[src/rtl/hid_pkg.sv]
package hid_pkg;
  localparam int ID_W   = 10;
  localparam int PRIO_W = 8;
  localparam int HIDX_W = 14;
  localparam int WORD_W = 32;

  localparam logic [4:0] OFF_DELIV = 5'h00;
  localparam logic [4:0] OFF_FORCE = 5'h04;
  localparam logic [4:0] OFF_THRSH = 5'h08;
  localparam logic [4:0] OFF_TOPI  = 5'h18;
  localparam logic [4:0] OFF_CLAIM = 5'h1C;

  function automatic logic [WORD_W-1:0] pack_topi(input logic [ID_W-1:0] id,
                                                  input logic [PRIO_W-1:0] prio);
    return {6'b0, id, 8'b0, prio};
  endfunction
endpackage

[src/rtl/hid_select.sv]
module hid_select
  import hid_pkg::*;
#(
  parameter int NSRC    = 8,
  parameter int HART_ID = 3
) (
  input  logic [NSRC-1:0]        pend_i,
  input  logic [NSRC-1:0]        en_i,
  input  logic [NSRC*WORD_W-1:0] tgt_i,
  input  logic [PRIO_W-1:0]      thresh_i,
  output logic                   top_valid_o,
  output logic [ID_W-1:0]        top_id_o,
  output logic [PRIO_W-1:0]      top_prio_o
);
  localparam logic [HIDX_W-1:0] MY_HIDX = HIDX_W'(HART_ID);

  logic [NSRC-1:0]   elig;
  logic [PRIO_W-1:0] eff_prio [NSRC];
  logic              best_v;
  logic [ID_W-1:0]   best_id;
  logic [PRIO_W-1:0] best_p;
  logic              unused_tgt_bits;

  genvar g;
  generate
    for (g = 0; g < NSRC; g++) begin : g_src
      logic [WORD_W-1:0] word;
      assign word        = tgt_i[g*WORD_W +: WORD_W];
      assign elig[g]     = pend_i[g] & en_i[g] & (word[31:18] == MY_HIDX);
      assign eff_prio[g] = (word[PRIO_W-1:0] == '0) ? PRIO_W'(1) : word[PRIO_W-1:0];
    end
  endgenerate

  always_comb begin
    best_v  = 1'b0;
    best_id = '0;
    best_p  = '1;
    for (int k = 0; k < NSRC; k++) begin
      if (elig[k] && (!best_v || eff_prio[k] < best_p)) begin
        best_v  = 1'b1;
        best_id = ID_W'(k + 1);
        best_p  = eff_prio[k];
      end
    end
  end

  assign top_valid_o = best_v & ((thresh_i == '0) | (best_p < thresh_i));
  assign top_id_o    = best_id;
  assign top_prio_o  = best_p;

  always_comb begin
    unused_tgt_bits = 1'b0;
    for (int k = 0; k < NSRC; k++)
      unused_tgt_bits = unused_tgt_bits ^ (^tgt_i[k*WORD_W+8 +: 10]);
  end
endmodule

[src/rtl/hid_regs.sv]
module hid_regs
  import hid_pkg::*;
(
  input  logic              clk,
  input  logic              rst_n,
  input  logic              bus_sel,
  input  logic              bus_wr,
  input  logic              bus_rd,
  input  logic [4:0]        bus_addr,
  input  logic [WORD_W-1:0] bus_wdata,
  input  logic [WORD_W-1:0] topi_i,
  output logic [WORD_W-1:0] bus_rdata,
  output logic              deliv_en_o,
  output logic              force_o,
  output logic [PRIO_W-1:0] thresh_o,
  output logic              claim_hit_o
);
  logic              deliv_q, deliv_d;
  logic              force_q, force_d;
  logic [PRIO_W-1:0] thr_q, thr_d;
  logic              wr_en;
  logic              unused_wdata;

  assign wr_en       = bus_sel & bus_wr;
  assign claim_hit_o = bus_sel & bus_rd & (bus_addr == OFF_CLAIM);

  always_comb begin
    deliv_d = deliv_q;
    force_d = force_q;
    thr_d   = thr_q;
    if (wr_en && bus_addr == OFF_DELIV) deliv_d = bus_wdata[0];
    if (wr_en && bus_addr == OFF_THRSH) thr_d   = bus_wdata[PRIO_W-1:0];
    if (wr_en && bus_addr == OFF_FORCE)      force_d = bus_wdata[0];
    else if (claim_hit_o && topi_i == '0)    force_d = 1'b0;
  end

  always_ff @(posedge clk or negedge rst_n) begin
    if (!rst_n) begin
      deliv_q <= 1'b0;
      force_q <= 1'b0;
      thr_q   <= '0;
    end else begin
      deliv_q <= deliv_d;
      force_q <= force_d;
      thr_q   <= thr_d;
    end
  end

  always_comb begin
    case (bus_addr)
      OFF_DELIV: bus_rdata = {31'b0, deliv_q};
      OFF_FORCE: bus_rdata = {31'b0, force_q};
      OFF_THRSH: bus_rdata = {24'b0, thr_q};
      OFF_TOPI,
      OFF_CLAIM: bus_rdata = topi_i;
      default:   bus_rdata = '0;
    endcase
  end

  assign deliv_en_o   = deliv_q;
  assign force_o      = force_q;
  assign thresh_o     = thr_q;
  assign unused_wdata = ^bus_wdata[WORD_W-1:PRIO_W];

  AST_ZERO_CLAIM_DROPS_FORCE: assert property (@(posedge clk) disable iff (!rst_n)
    (claim_hit_o && topi_i == '0 && !(wr_en && bus_addr == OFF_FORCE)) |=> !force_q);
endmodule

[src/rtl/hart_irq_deliver.sv]
module hart_irq_deliver
  import hid_pkg::*;
#(
  parameter int NSRC    = 8,
  parameter int HART_ID = 3
) (
  input  logic                   clk,
  input  logic                   rst_n,
  input  logic                   bus_sel,
  input  logic                   bus_wr,
  input  logic                   bus_rd,
  input  logic [4:0]             bus_addr,
  input  logic [31:0]            bus_wdata,
  output logic [31:0]            bus_rdata,
  input  logic [NSRC-1:0]        src_pend_i,
  input  logic [NSRC-1:0]        src_en_i,
  input  logic [NSRC*32-1:0]     src_tgt_i,
  output logic                   ext_irq_o,
  output logic                   clr_pend_o,
  output logic [ID_W-1:0]        clr_id_o
);
  logic              top_valid;
  logic [ID_W-1:0]   top_id;
  logic [PRIO_W-1:0] top_prio;
  logic [PRIO_W-1:0] thresh;
  logic              deliv_en, force_bit, claim_hit;
  logic [WORD_W-1:0] topi;

  hid_select #(.NSRC(NSRC), .HART_ID(HART_ID)) i_select (
    .pend_i(src_pend_i), .en_i(src_en_i), .tgt_i(src_tgt_i), .thresh_i(thresh),
    .top_valid_o(top_valid), .top_id_o(top_id), .top_prio_o(top_prio)
  );

  assign topi = top_valid ? pack_topi(top_id, top_prio) : '0;

  hid_regs i_regs (
    .clk(clk), .rst_n(rst_n), .bus_sel(bus_sel), .bus_wr(bus_wr), .bus_rd(bus_rd),
    .bus_addr(bus_addr), .bus_wdata(bus_wdata), .topi_i(topi), .bus_rdata(bus_rdata),
    .deliv_en_o(deliv_en), .force_o(force_bit), .thresh_o(thresh), .claim_hit_o(claim_hit)
  );

  assign ext_irq_o  = deliv_en & (top_valid | force_bit);
  assign clr_pend_o = claim_hit & top_valid;
  assign clr_id_o   = top_id;

  AST_IRQ_NEEDS_DELIVERY: assert property (@(posedge clk) disable iff (!rst_n)
    ext_irq_o |-> deliv_en);
  AST_CLEAR_NAMES_PENDING: assert property (@(posedge clk) disable iff (!rst_n)
    clr_pend_o |-> (clr_id_o != '0 && clr_id_o <= ID_W'(NSRC) && src_pend_i[clr_id_o - 1'b1]));
  AST_ADMIT_BELOW_THRESH: assert property (@(posedge clk) disable iff (!rst_n)
    (top_valid && thresh != '0) |-> (top_prio < thresh));
  AST_PRIO_NEVER_ZERO: assert property (@(posedge clk) disable iff (!rst_n)
    top_valid |-> (top_prio != '0));
endmodule

[config.mk]
export PLATFORM = sky130hd
export DESIGN_NAME = hart_irq_deliver
export DESIGN_NICKNAME = d
export VERILOG_FILES = /design/src/rtl/hid_pkg.sv /design/src/rtl/hid_select.sv /design/src/rtl/hid_regs.sv /design/src/rtl/hart_irq_deliver.sv
export SDC_FILE = /design/constraint.sdc
export NUM_CORES = 1
export LEC_CHECK = 0
export CAP_MARGIN = 40
export CORE_AREA = 8 8 132 134
export DETAILED_ROUTE_END_ITERATION = 10
export DIE_AREA = 0 0 140 142
export HOLD_SLACK_MARGIN = 0.03
export PLACE_DENSITY = 0.71
export SLEW_MARGIN = 20
export SYNTH_ARGS = -nofsm -noshare
export SYNTH_HDL_FRONTEND = slang
export SYNTH_SLANG_ARGS = --single-unit
[constraint.sdc]
create_clock -name clk -period 68.6 [get_ports clk]
set_input_delay 13.72 -clock clk [delete_from_list [all_inputs] [get_ports clk]]
set_output_delay 13.72 -clock clk [all_outputs]
set_load 0.02 [all_outputs]
==> results of run 1 <==
cell type report:
cell class | count | area (µm²) | area share, %
Sequential cell | 10 | 250 | 3.81
Clock buffer | 4 | 88.8 | 1.35
Antenna cell | 1 | 2.50 | 0.0381
Timing Repair Buffer | 230 | 2290 | 35.0
Inverter | 55 | 206 | 3.14
Tap cell | 192 | 240 | 3.66
Multi-Input combinational cell | 497 | 3480 | 53.0
worst max-delay path, delay by kind of cell:
family / cells / cell delay, ns
and+or+nand+nor: 21 / 5.38
AOI/OAI and AO/OA: 37 / 7.06
buffers and inverters: 8 / 2.08
muxes: 4 / 1.27
adders and majority gates: 8 / 2.29
cells by family after synthesis:
group	Yosys count
AO/OA/AOI/OAI	158
adder cells (fa/ha/maj)	51
buffers and inverters	139
flip-flops	10
multiplexers	29
other	1
AND/OR/NAND/NOR	233
registers in the layout, indices dropped and copies added (netlist names):
register           cells
i_regs.thresh_o        8
i_regs.deliv_en_o      1
i_regs.force_o         1
how the worst min path moves through the flow:
stage                      start                end  slack, ns  depth (start not counted)
6_report       i_regs.deliv_en_o  i_regs.deliv_en_o       0.54                          1
5_1_grt        i_regs.deliv_en_o  i_regs.deliv_en_o       0.58                          1
4_1_cts        i_regs.deliv_en_o  i_regs.deliv_en_o       0.55                          1
3_5_place_dp   i_regs.deliv_en_o  i_regs.deliv_en_o       0.54                          1
3_3_place_gp   i_regs.deliv_en_o  i_regs.deliv_en_o       0.52                          1
2_1_floorplan  i_regs.deliv_en_o  i_regs.deliv_en_o       0.50                          1
per-stage QoR:
stage,instances,hold WS [ns],setup slack (ns)
5_1_grt,988,0.582,21.10
3_5_place_dp,983,0.538,22.69
2_1_floorplan,646,0.496,26.44
3_3_place_gp,983,0.516,22.86
6_report,989,0.541,23.02
4_1_cts,987,0.547,22.64
metal layers:
metal | vias up | wire length (µm) | part of all wire [%]
met4 | 0 | 59 | 0.37
met1 | 2274 | 6830 | 43
met5 | - | 0 | 0
met2 | 216 | 7590 | 48
li1 | 2573 | - | -
met3 | 6 | 1320 | 8.3
where the power goes:
part	internal [mW]	leakage [nW]	switching, mW
logic	0.0143	2.81	0.00885
clock network	0.00876	0.0442	0.00271
registers	0.00698	0.114	0.000696
total	0.0300	2.97	0.0123
placed cells by master (no fill, tap or decap), drive strengths merged, types with 20 or more instances in the layout:
master           n
o21ai           29
nor4            28
ha              51
conb            26
mux2i           20
clkdlybuf4s50  227
a21oi           33
nand2           51
inv             55
nor2            47
==> flow_metrics.tcl, run 1 <==
set metrics [dict create \
    grtUsageMet3_pct 4.06 \
    cp-start-kind "primary input" \
    drt-total-wl_um 15800 \
    yosys-top-cells-area "ha_1 15%, dfrtp_1 5.8%, buf_4 4.9%" \
    first_pass_iters 5 \
    synth_xor_xnor_area_share_pct 0 \
    antenna_found_initial 1 \
    synth_top_flop_cell "dfrtp_1" \
    ys_seq_area_share_pct 5.85 \
    r2r_slack_ns 66.65 \
    max_clock_freq_ghz 0.0219 \
    setup_viol 0 \
    placed_area_um2 6470 \
    grt_busiest_layer "met2" \
    status "completed" \
    drt_drc_violations_left 0 \
    grtUsageMet1_pct 17.7 \
    dieHeight_um 142 \
    boundaryPins 358 \
    reg2reg_from "i_regs.thresh_o[0]" \
    final_util_pct 42.6 \
    syn_inst 621 \
    dp_hpwl_um 14200 \
    cts_inserted_buffers 3 \
    finalNetCount 1162 \
    grt_max_degree 20 \
    cts.sinks 10 \
    clk_pin_slew_worst_paths_ns 0.04 \
    finalMaxSlewViolations 0 \
    crit_start "src_en_i[0]" \
    row_count 46 \
    grtUsageMet2_pct 27.4 \
    critical_path_class "primary input to output port" \
    tns_ns 0 \
    ff2ff_path_depth 6 \
    cts_buffer_depth 2 \
    worst_pin_slew_ns 0.896 \
    synthSimpleGateAreaFrac_pct 29.9 \
    synth_top_family_by_area "simple AND/OR/NAND/NOR gates" \
    grt_pass1_vias 5089 \
    final.setup_skew_ns 0.00403 \
    setup.worst_path.end "bus_rdata[3]" \
    drtAntennaViolNets 0 \
    synth_top_cell_by_area "ha_1" \
    synth_compound_gate_area_share_pct 26.6 \
    synthAdderAreaFrac_pct 14.9 \
    cts_setup_buffers 0 \
    gp_congestion 0.883 \
    synth.ff_latch_count 10 \
    wire_per_inst_um 16.0 \
    cp-end-kind "output port" \
    cp.required_ns 54.88 \
    syn_area_um2 4280 \
    n_fill_cell 1619 \
    hold_path_class "flip-flop to flip-flop" \
    maxCapViolCount 0 \
    avgSynthCellArea_um2 6.89 \
    grt_pass1_wl_um 24700 \
    min_period_ns 45.58 \
    synthArstFlopShare_pct 100 \
    core_area_um2 15400 \
    grtUsageTotal_pct 15.0 \
    synth_common_cells "54 x inv_1, 51 x clkbuf_1, 51 x ha_1, 51 x nand2_1, 47 x nor2_1" \
    holdBufCountCts 0 \
    synthMuxAreaShare_pct 7.58 \
    yosys.area.top_type_share_pct 14.9 \
    synth_most_common_cell "inv_1" \
    yosys_warnings 0 \
    maxSlewHeadroom_pct 39.8 \
    tritoncts "built" \
    design_area_um2 6570 \
    insertion_delay_ns 0.24 \
    power_density_nw_per_um2 6.44 \
    dieWidth_um 140 \
    overflow 0 \
    start_util_pct 27.7 \
    rsz0062_at_grt "false" \
    critPathMostFrequentCell "a21o_1" \
    vias 5069 \
    port_buffers 227 \
    p_leak_nw 2.97 \
    syn_to_final_growth_pct 53.5 \
    synth.distinct_cells 73 \
    cts_htree_levels 1 \
    hold_viol 0 \
    drive_gt1_share_pct 5.53 \
    fin_crit_sh_pct 66.4 \
    crit_slowest_cell "clkdlybuf4s50_1" \
    finalPower_uw 42.3 \
    vias_per_cell 5.13 \
    dieArea_um2 19900 \
    cts-root-buf "clkbuf_16" \
    arrival_ns 31.86 \
    worstPathMaxFanout 19 \
    drt-initial-drc-count 259 \
    cpPeakStageDelay_ns 0.68 \
    post_cts_resized 0 \
    ir_worst_vdd_mv 0.00615 \
    timing.rr.end "i_regs.force_o" \
    synth_edf_count 0 \
]
Note: power is estimated with default switching activity, not from simulation.
==> run 2, diff against run 1 <==
==> constraint.sdc (replaced) <==
create_clock -name clk -period 42.1 [get_ports clk]
set_input_delay 8.42 -clock clk [delete_from_list [all_inputs] [get_ports clk]]
set_output_delay 8.42 -clock clk [all_outputs]
set_load 0.02 [all_outputs]
==> run 2 against run 1 <==
Net effect: sequential share of layout area about the same; first-iteration DRC count decreased by 10%; hold slack got worse by 0.00094 ns; final cell count decreased by 0.10%; clock power increased by 63%; flip-flop and latch count unchanged; clock skew decreased by 0.0035 ns; clock-buffer cell count unchanged; critical path depth decreased by 1; largest cell class unchanged; highest routed layer unchanged.
==> flow_metrics.tcl, run 2 (synthesis gave the netlist of run 1 again) <==
set metrics [dict create \
    worstHoldStart "i_regs.deliv_en_o" \
    vias 5084 \
    cts.sinks 10 \
    cts_htree_levels 1 \
    n_fill_cell 1608 \
    grtUsageTotal_pct 15.0 \
    cp.depth 77 \
    multi_input_area_um2 3480 \
    critical_path_class "primary input to output port" \
    worst_pin_slew_ns 0.855 \
    finalMaxSlewViolations 0 \
    finalNetCount 1161 \
    path_delay_family "compound AO/OA/AOI/OAI gates" \
    reg2reg_from "i_regs.thresh_o[0]" \
    hold_depth 1 \
    cp_num_buf_inv 7 \
    critPathMostFrequentCell "a21o_1" \
    insertion_delay_ns 0.24 \
    drive_gt1_share_pct 5.41 \
    holdBufCountCts 0 \
    holdPathEnd "i_regs.deliv_en_o" \
    dieHeight_um 142 \
    core_area_um2 15400 \
    register_area_um2 250 \
    min_period_ns 35.40 \
    largest_reg_flops 8 \
    gp_congestion 0.884 \
    pre_cts_ws_ns 6.84 \
    placed_area_um2 6470 \
    boundaryPins 358 \
    hold_viol 0 \
    grt_pass1_vias 5159 \
    status "completed" \
    port_buffers 227 \
    dieArea_um2 19900 \
    p_leak_nw 2.97 \
    maxCapViolCount 0 \
    row_count 46 \
    drtAntennaViolNets 0 \
    drt-initial-drc-count 232 \
    vias_per_cell 5.15 \
    r2r_slack_ns 40.20 \
    clk_pin_slew_worst_paths_ns 0.04 \
    finalHoldWorstSlack_ns 0.540 \
    power_density_nw_per_um2 10.5 \
    max_clock_freq_ghz 0.0282 \
    hold_path_class "flip-flop to flip-flop" \
    final.setup_skew_ns 0.000533 \
    cpPeakStageDelay_ns 0.71 \
    cp.required_ns 33.68 \
    overflow 0 \
    cts_setup_buffers 0 \
    cts_buffer_depth 2 \
    fin_crit_sh_pct 84.1 \
    layout_commonest_cell "clkdlybuf4s50_1" \
    first_pass_iters 5 \
    grt_max_degree 20 \
    cts_inserted_buffers 3 \
    finalPower_uw 68.9 \
    ir_worst_vdd_mv 0.0100 \
    dieWidth_um 140 \
    syn_to_final_growth_pct 53.3 \
    cp-end-kind "output port" \
    crit_slowest_cell "o21bai_1" \
    arrival_ns 26.98 \
    grt_pass1_wl_um 24800 \
    tns_ns 0 \
    antenna_found_initial 0 \
    worstPathMaxFanout 19 \
    drt-total-wl_um 15700 \
    cts-root-buf "clkbuf_16" \
    maxSlewHeadroom_pct 42.9 \
    cp-start-kind "primary input" \
    wire_per_inst_um 15.9 \
    post_cts_resized 0 \
    timing.rr.end "i_regs.force_o" \
    timing.final.ws_setup_ns 6.70 \
    dp_hpwl_um 14100 \
    ff2ff_path_depth 6 \
    tritoncts "built" \
    layout_common_cells "227 x clkdlybuf4s50_1, 54 x inv_1, 51 x nand2_1, 51 x ha_1, 47 x nor2_1" \
    start_util_pct 27.7 \
    drt_drc_violations_left 0 \
    setup_viol 0 \
    design_area_um2 6560 \
    rsz0062_at_grt "false" \
]
[run 2: worst max path at each step]
| stage | from | to | slack [ns] |
|---|---|---|---|
| 6_report | src_en_i[0] | bus_rdata[2] | 6.70 |
| 4_1_cts | src_en_i[0] | bus_rdata[2] | 6.79 |
| 3_5_place_dp | src_en_i[0] | bus_rdata[2] | 6.84 |
| 5_1_grt | src_en_i[0] | bus_rdata[2] | 4.89 |
| 2_1_floorplan | src_tgt_i[21] | bus_rdata[1] | 10.54 |
| 3_3_place_gp | src_en_i[0] | bus_rdata[2] | 6.97 |
[run 2: power breakdown]
part           internal, mW  total [mW]  leakage [nW]  switching [mW]
registers            0.0114      0.0125         0.114         0.00112
clock network        0.0143      0.0188        0.0442         0.00453
logic                0.0233      0.0376          2.81          0.0143
total                0.0490      0.0689          2.97          0.0200
[run 2: cell type report]
class	instances	share of cell area (%)
sequential	10	3.82
timing repair buffer	229	34.9
multi-input combinational	497	53.1
antenna	1	0.0382
inverter	55	3.15
clock buffer	4	1.35
tap	192	3.66
[run 2: through the flow]
stage          std cells  util [%]
2_1_floorplan        646         -
3_3_place_gp         983      41.9
3_5_place_dp         983      41.9
4_1_cts              987      42.5
5_1_grt              987      42.5
6_report             988      42.5
[run 2: metal layers]
layer  share of wire [%]  track usage [%]  vias to the layer above
met4                0.50             1.49                        0
met1                  43             18.3                     2263
met3                 8.8             3.62                        8
met2                  48             27.1                      240
met5                   0                0                        -
li1                    -                -                     2573
==> run 3, diff against run 2 <==
--- a/config.mk
+++ b/config.mk
@@ -6,11 +6,12 @@
 export NUM_CORES = 1
 export LEC_CHECK = 0
 export CAP_MARGIN = 40
-export CORE_AREA = 8 8 132 134
+export CORE_ASPECT_RATIO = 0.6
+export CORE_MARGIN = 8
+export CORE_UTILIZATION = 30
 export DETAILED_ROUTE_END_ITERATION = 10
-export DIE_AREA = 0 0 140 142
 export HOLD_SLACK_MARGIN = 0.03
-export PLACE_DENSITY = 0.71
+export PLACE_DENSITY = 0.78
 export SLEW_MARGIN = 20
 export SYNTH_ARGS = -nofsm -noshare
 export SYNTH_HDL_FRONTEND = slang
==> constraint.sdc (replaced) <==
create_clock -name clk -period 31.3 [get_ports clk]
set_input_delay 6.26 -clock clk [delete_from_list [all_inputs] [get_ports clk]]
set_output_delay 6.26 -clock clk [all_outputs]
set_load 0.02 [all_outputs]
==> run 3 against run 2 <==
Net effect: core utilization increased by 5.6 points; sequential power increased by 36%; clock power increased by 22%; clock-buffer cell count decreased by 1; routed wire length increased by 11%; die area decreased by 7.1%; first-iteration DRC count increased by 83%; critical path depth increased by 4; non-clock buffer count increased by 11; register-to-register slack got worse by 11 ns; critical path type unchanged.
==> flow_metrics.tcl, run 3 (synthesis gave the netlist of run 1 again) <==
set metrics [dict create \
    wire_per_inst_um 17.4 \
    drt-total-wl_um 17400 \
    holdBufCountCts 0 \
    cts_htree_levels 1 \
    critPathMostFrequentCell "a21o_1" \
    hold_depth 1 \
    layout_common_cells "227 x clkdlybuf4s50_1, 54 x inv_1, 51 x nand2_1, 51 x ha_1, 47 x nor2_1" \
    drt_drc_violations_left 0 \
    ir_worst_vdd_mv 0.0187 \
    worstHoldStart "i_regs.deliv_en_o" \
    holdPathEnd "i_regs.deliv_en_o" \
    setup_viol 0 \
    dieArea_um2 18500 \
    tritoncts "built" \
    finalMaxSlewViolations 0 \
    reg2reg_from "i_regs.thresh_o[7]" \
    dieWidth_um 170 \
    antenna_found_initial 1 \
    dp_hpwl_um 15700 \
    finalHoldWorstSlack_ns 0.556 \
    cp-end-kind "output port" \
    min_period_ns 29.83 \
    worstPathMaxFanout 13 \
    finalNetCount 1172 \
    boundaryPins 358 \
    vias_per_cell 5.21 \
    gp_congestion 0.911 \
    maxSlewHeadroom_pct 51.0 \
    drive_gt1_share_pct 7.08 \
    timing.rr.end "i_regs.force_o" \
    max_clock_freq_ghz 0.0335 \
    first_pass_iters 5 \
    insertion_delay_ns 0.24 \
    maxCapViolCount 0 \
    p_leak_nw 3.01 \
    grt_pass1_vias 4998 \
    cp.required_ns 25.04 \
    hold_viol 0 \
    r2r_slack_ns 29.35 \
    core_area_um2 13800 \
    cts-root-buf "clkbuf_16" \
    row_count 33 \
    cts_buffer_depth 2 \
    hold_path_class "flip-flop to flip-flop" \
    post_cts_resized 0 \
    largest_reg_flops 8 \
    pre_cts_ws_ns 1.24 \
    clk_pin_slew_worst_paths_ns 0.04 \
    dieHeight_um 108 \
    port_buffers 227 \
    crit_slowest_cell "clkdlybuf4s50_1" \
    grt_max_degree 16 \
    grtUsageTotal_pct 17.4 \
    start_util_pct 31.0 \
    fin_crit_sh_pct 95.3 \
    n_fill_cell 1378 \
    syn_to_final_growth_pct 55.1 \
    overflow 0 \
    final.setup_skew_ns 0.000764 \
    drt-initial-drc-count 424 \
    drtAntennaViolNets 0 \
    timing.final.ws_setup_ns 1.47 \
    critical_path_class "primary input to output port" \
    power_density_nw_per_um2 13.9 \
    cts.sinks 10 \
    tns_ns 0 \
    final_util_pct 48.1 \
    grt_pass1_wl_um 26400 \
    layout_commonest_cell "clkdlybuf4s50_1" \
    cpPeakStageDelay_ns 0.67 \
    cp-start-kind "primary input" \
    status "completed" \
    vias 5196 \
    worst_pin_slew_ns 0.729 \
    arrival_ns 23.57 \
    ff2ff_path_depth 8 \
    cts_setup_buffers 0 \
    cts_inserted_buffers 3 \
]
## run 3: cell count changes in the layout (fill, tap and decap cells not counted), sizes merged
cell / previous run / this run
buf: 2 / 13
clkbuf: 4 / 3
## run 3: cell type report
cell class	count	area (µm²)	area share, %
diodes	1	2.50	0.0377
clock buffers	3	75.1	1.13
inverters	55	206	3.11
multi-input cells	497	3500	52.7
flip-flops and latches	10	250	3.77
well taps	192	240	3.62
repair buffers	240	2360	35.6
## run 3: worst max-delay path: cells and delay by family
kind | cells | cell delay [ns]
AO/OA/AOI/OAI | 36 | 6.82
adder cells (fa/ha/maj) | 8 | 2.38
buffers and inverters | 9 | 2.12
multiplexers | 4 | 1.23
AND/OR/NAND/NOR | 24 | 4.73
## run 3: metal layers
layer	share of wire (%)	track usage, %	wire, µm	vias up
met5	0	0	0	-
met4	1.0	2.55	182	0
met3	9.2	4.95	1600	10
met2	45	27.7	7750	203
met1	45	23.5	7830	2381
li1	-	-	-	2602
## run 3: per-stage QoR
stage	power [mW]	cells	instance area, µm²
after global placement	0.0675	992	6530
after floorplan	0.0385	646	4370
final	0.0924	998	6640
after CTS	0.0920	996	6610
after detailed placement	0.0686	993	6540
after global routing	0.0978	998	6640
## run 3: report_power, final
group,leakage [nW],switching (mW),internal [mW]
registers,0.114,0.00169,0.0153
logic,2.86,0.0211,0.0315
clock network,0.0370,0.00628,0.0166
total,3.01,0.0291,0.0634
## run 3: worst max-delay path by stage
stage | start | cells after the start | slack, ns | end
finish | src_en_i[0] | 81 | 1.47 | bus_rdata[1]
detailed placement | src_en_i[0] | 78 | 1.24 | bus_rdata[1]
global placement | src_tgt_i[24] | 79 | 1.48 | bus_rdata[5]
global route | src_tgt_i[24] | 81 | -0.03 | bus_rdata[1]
CTS | src_tgt_i[24] | 79 | 1.12 | bus_rdata[1]
floorplan | src_tgt_i[21] | 82 | 4.06 | bus_rdata[1]
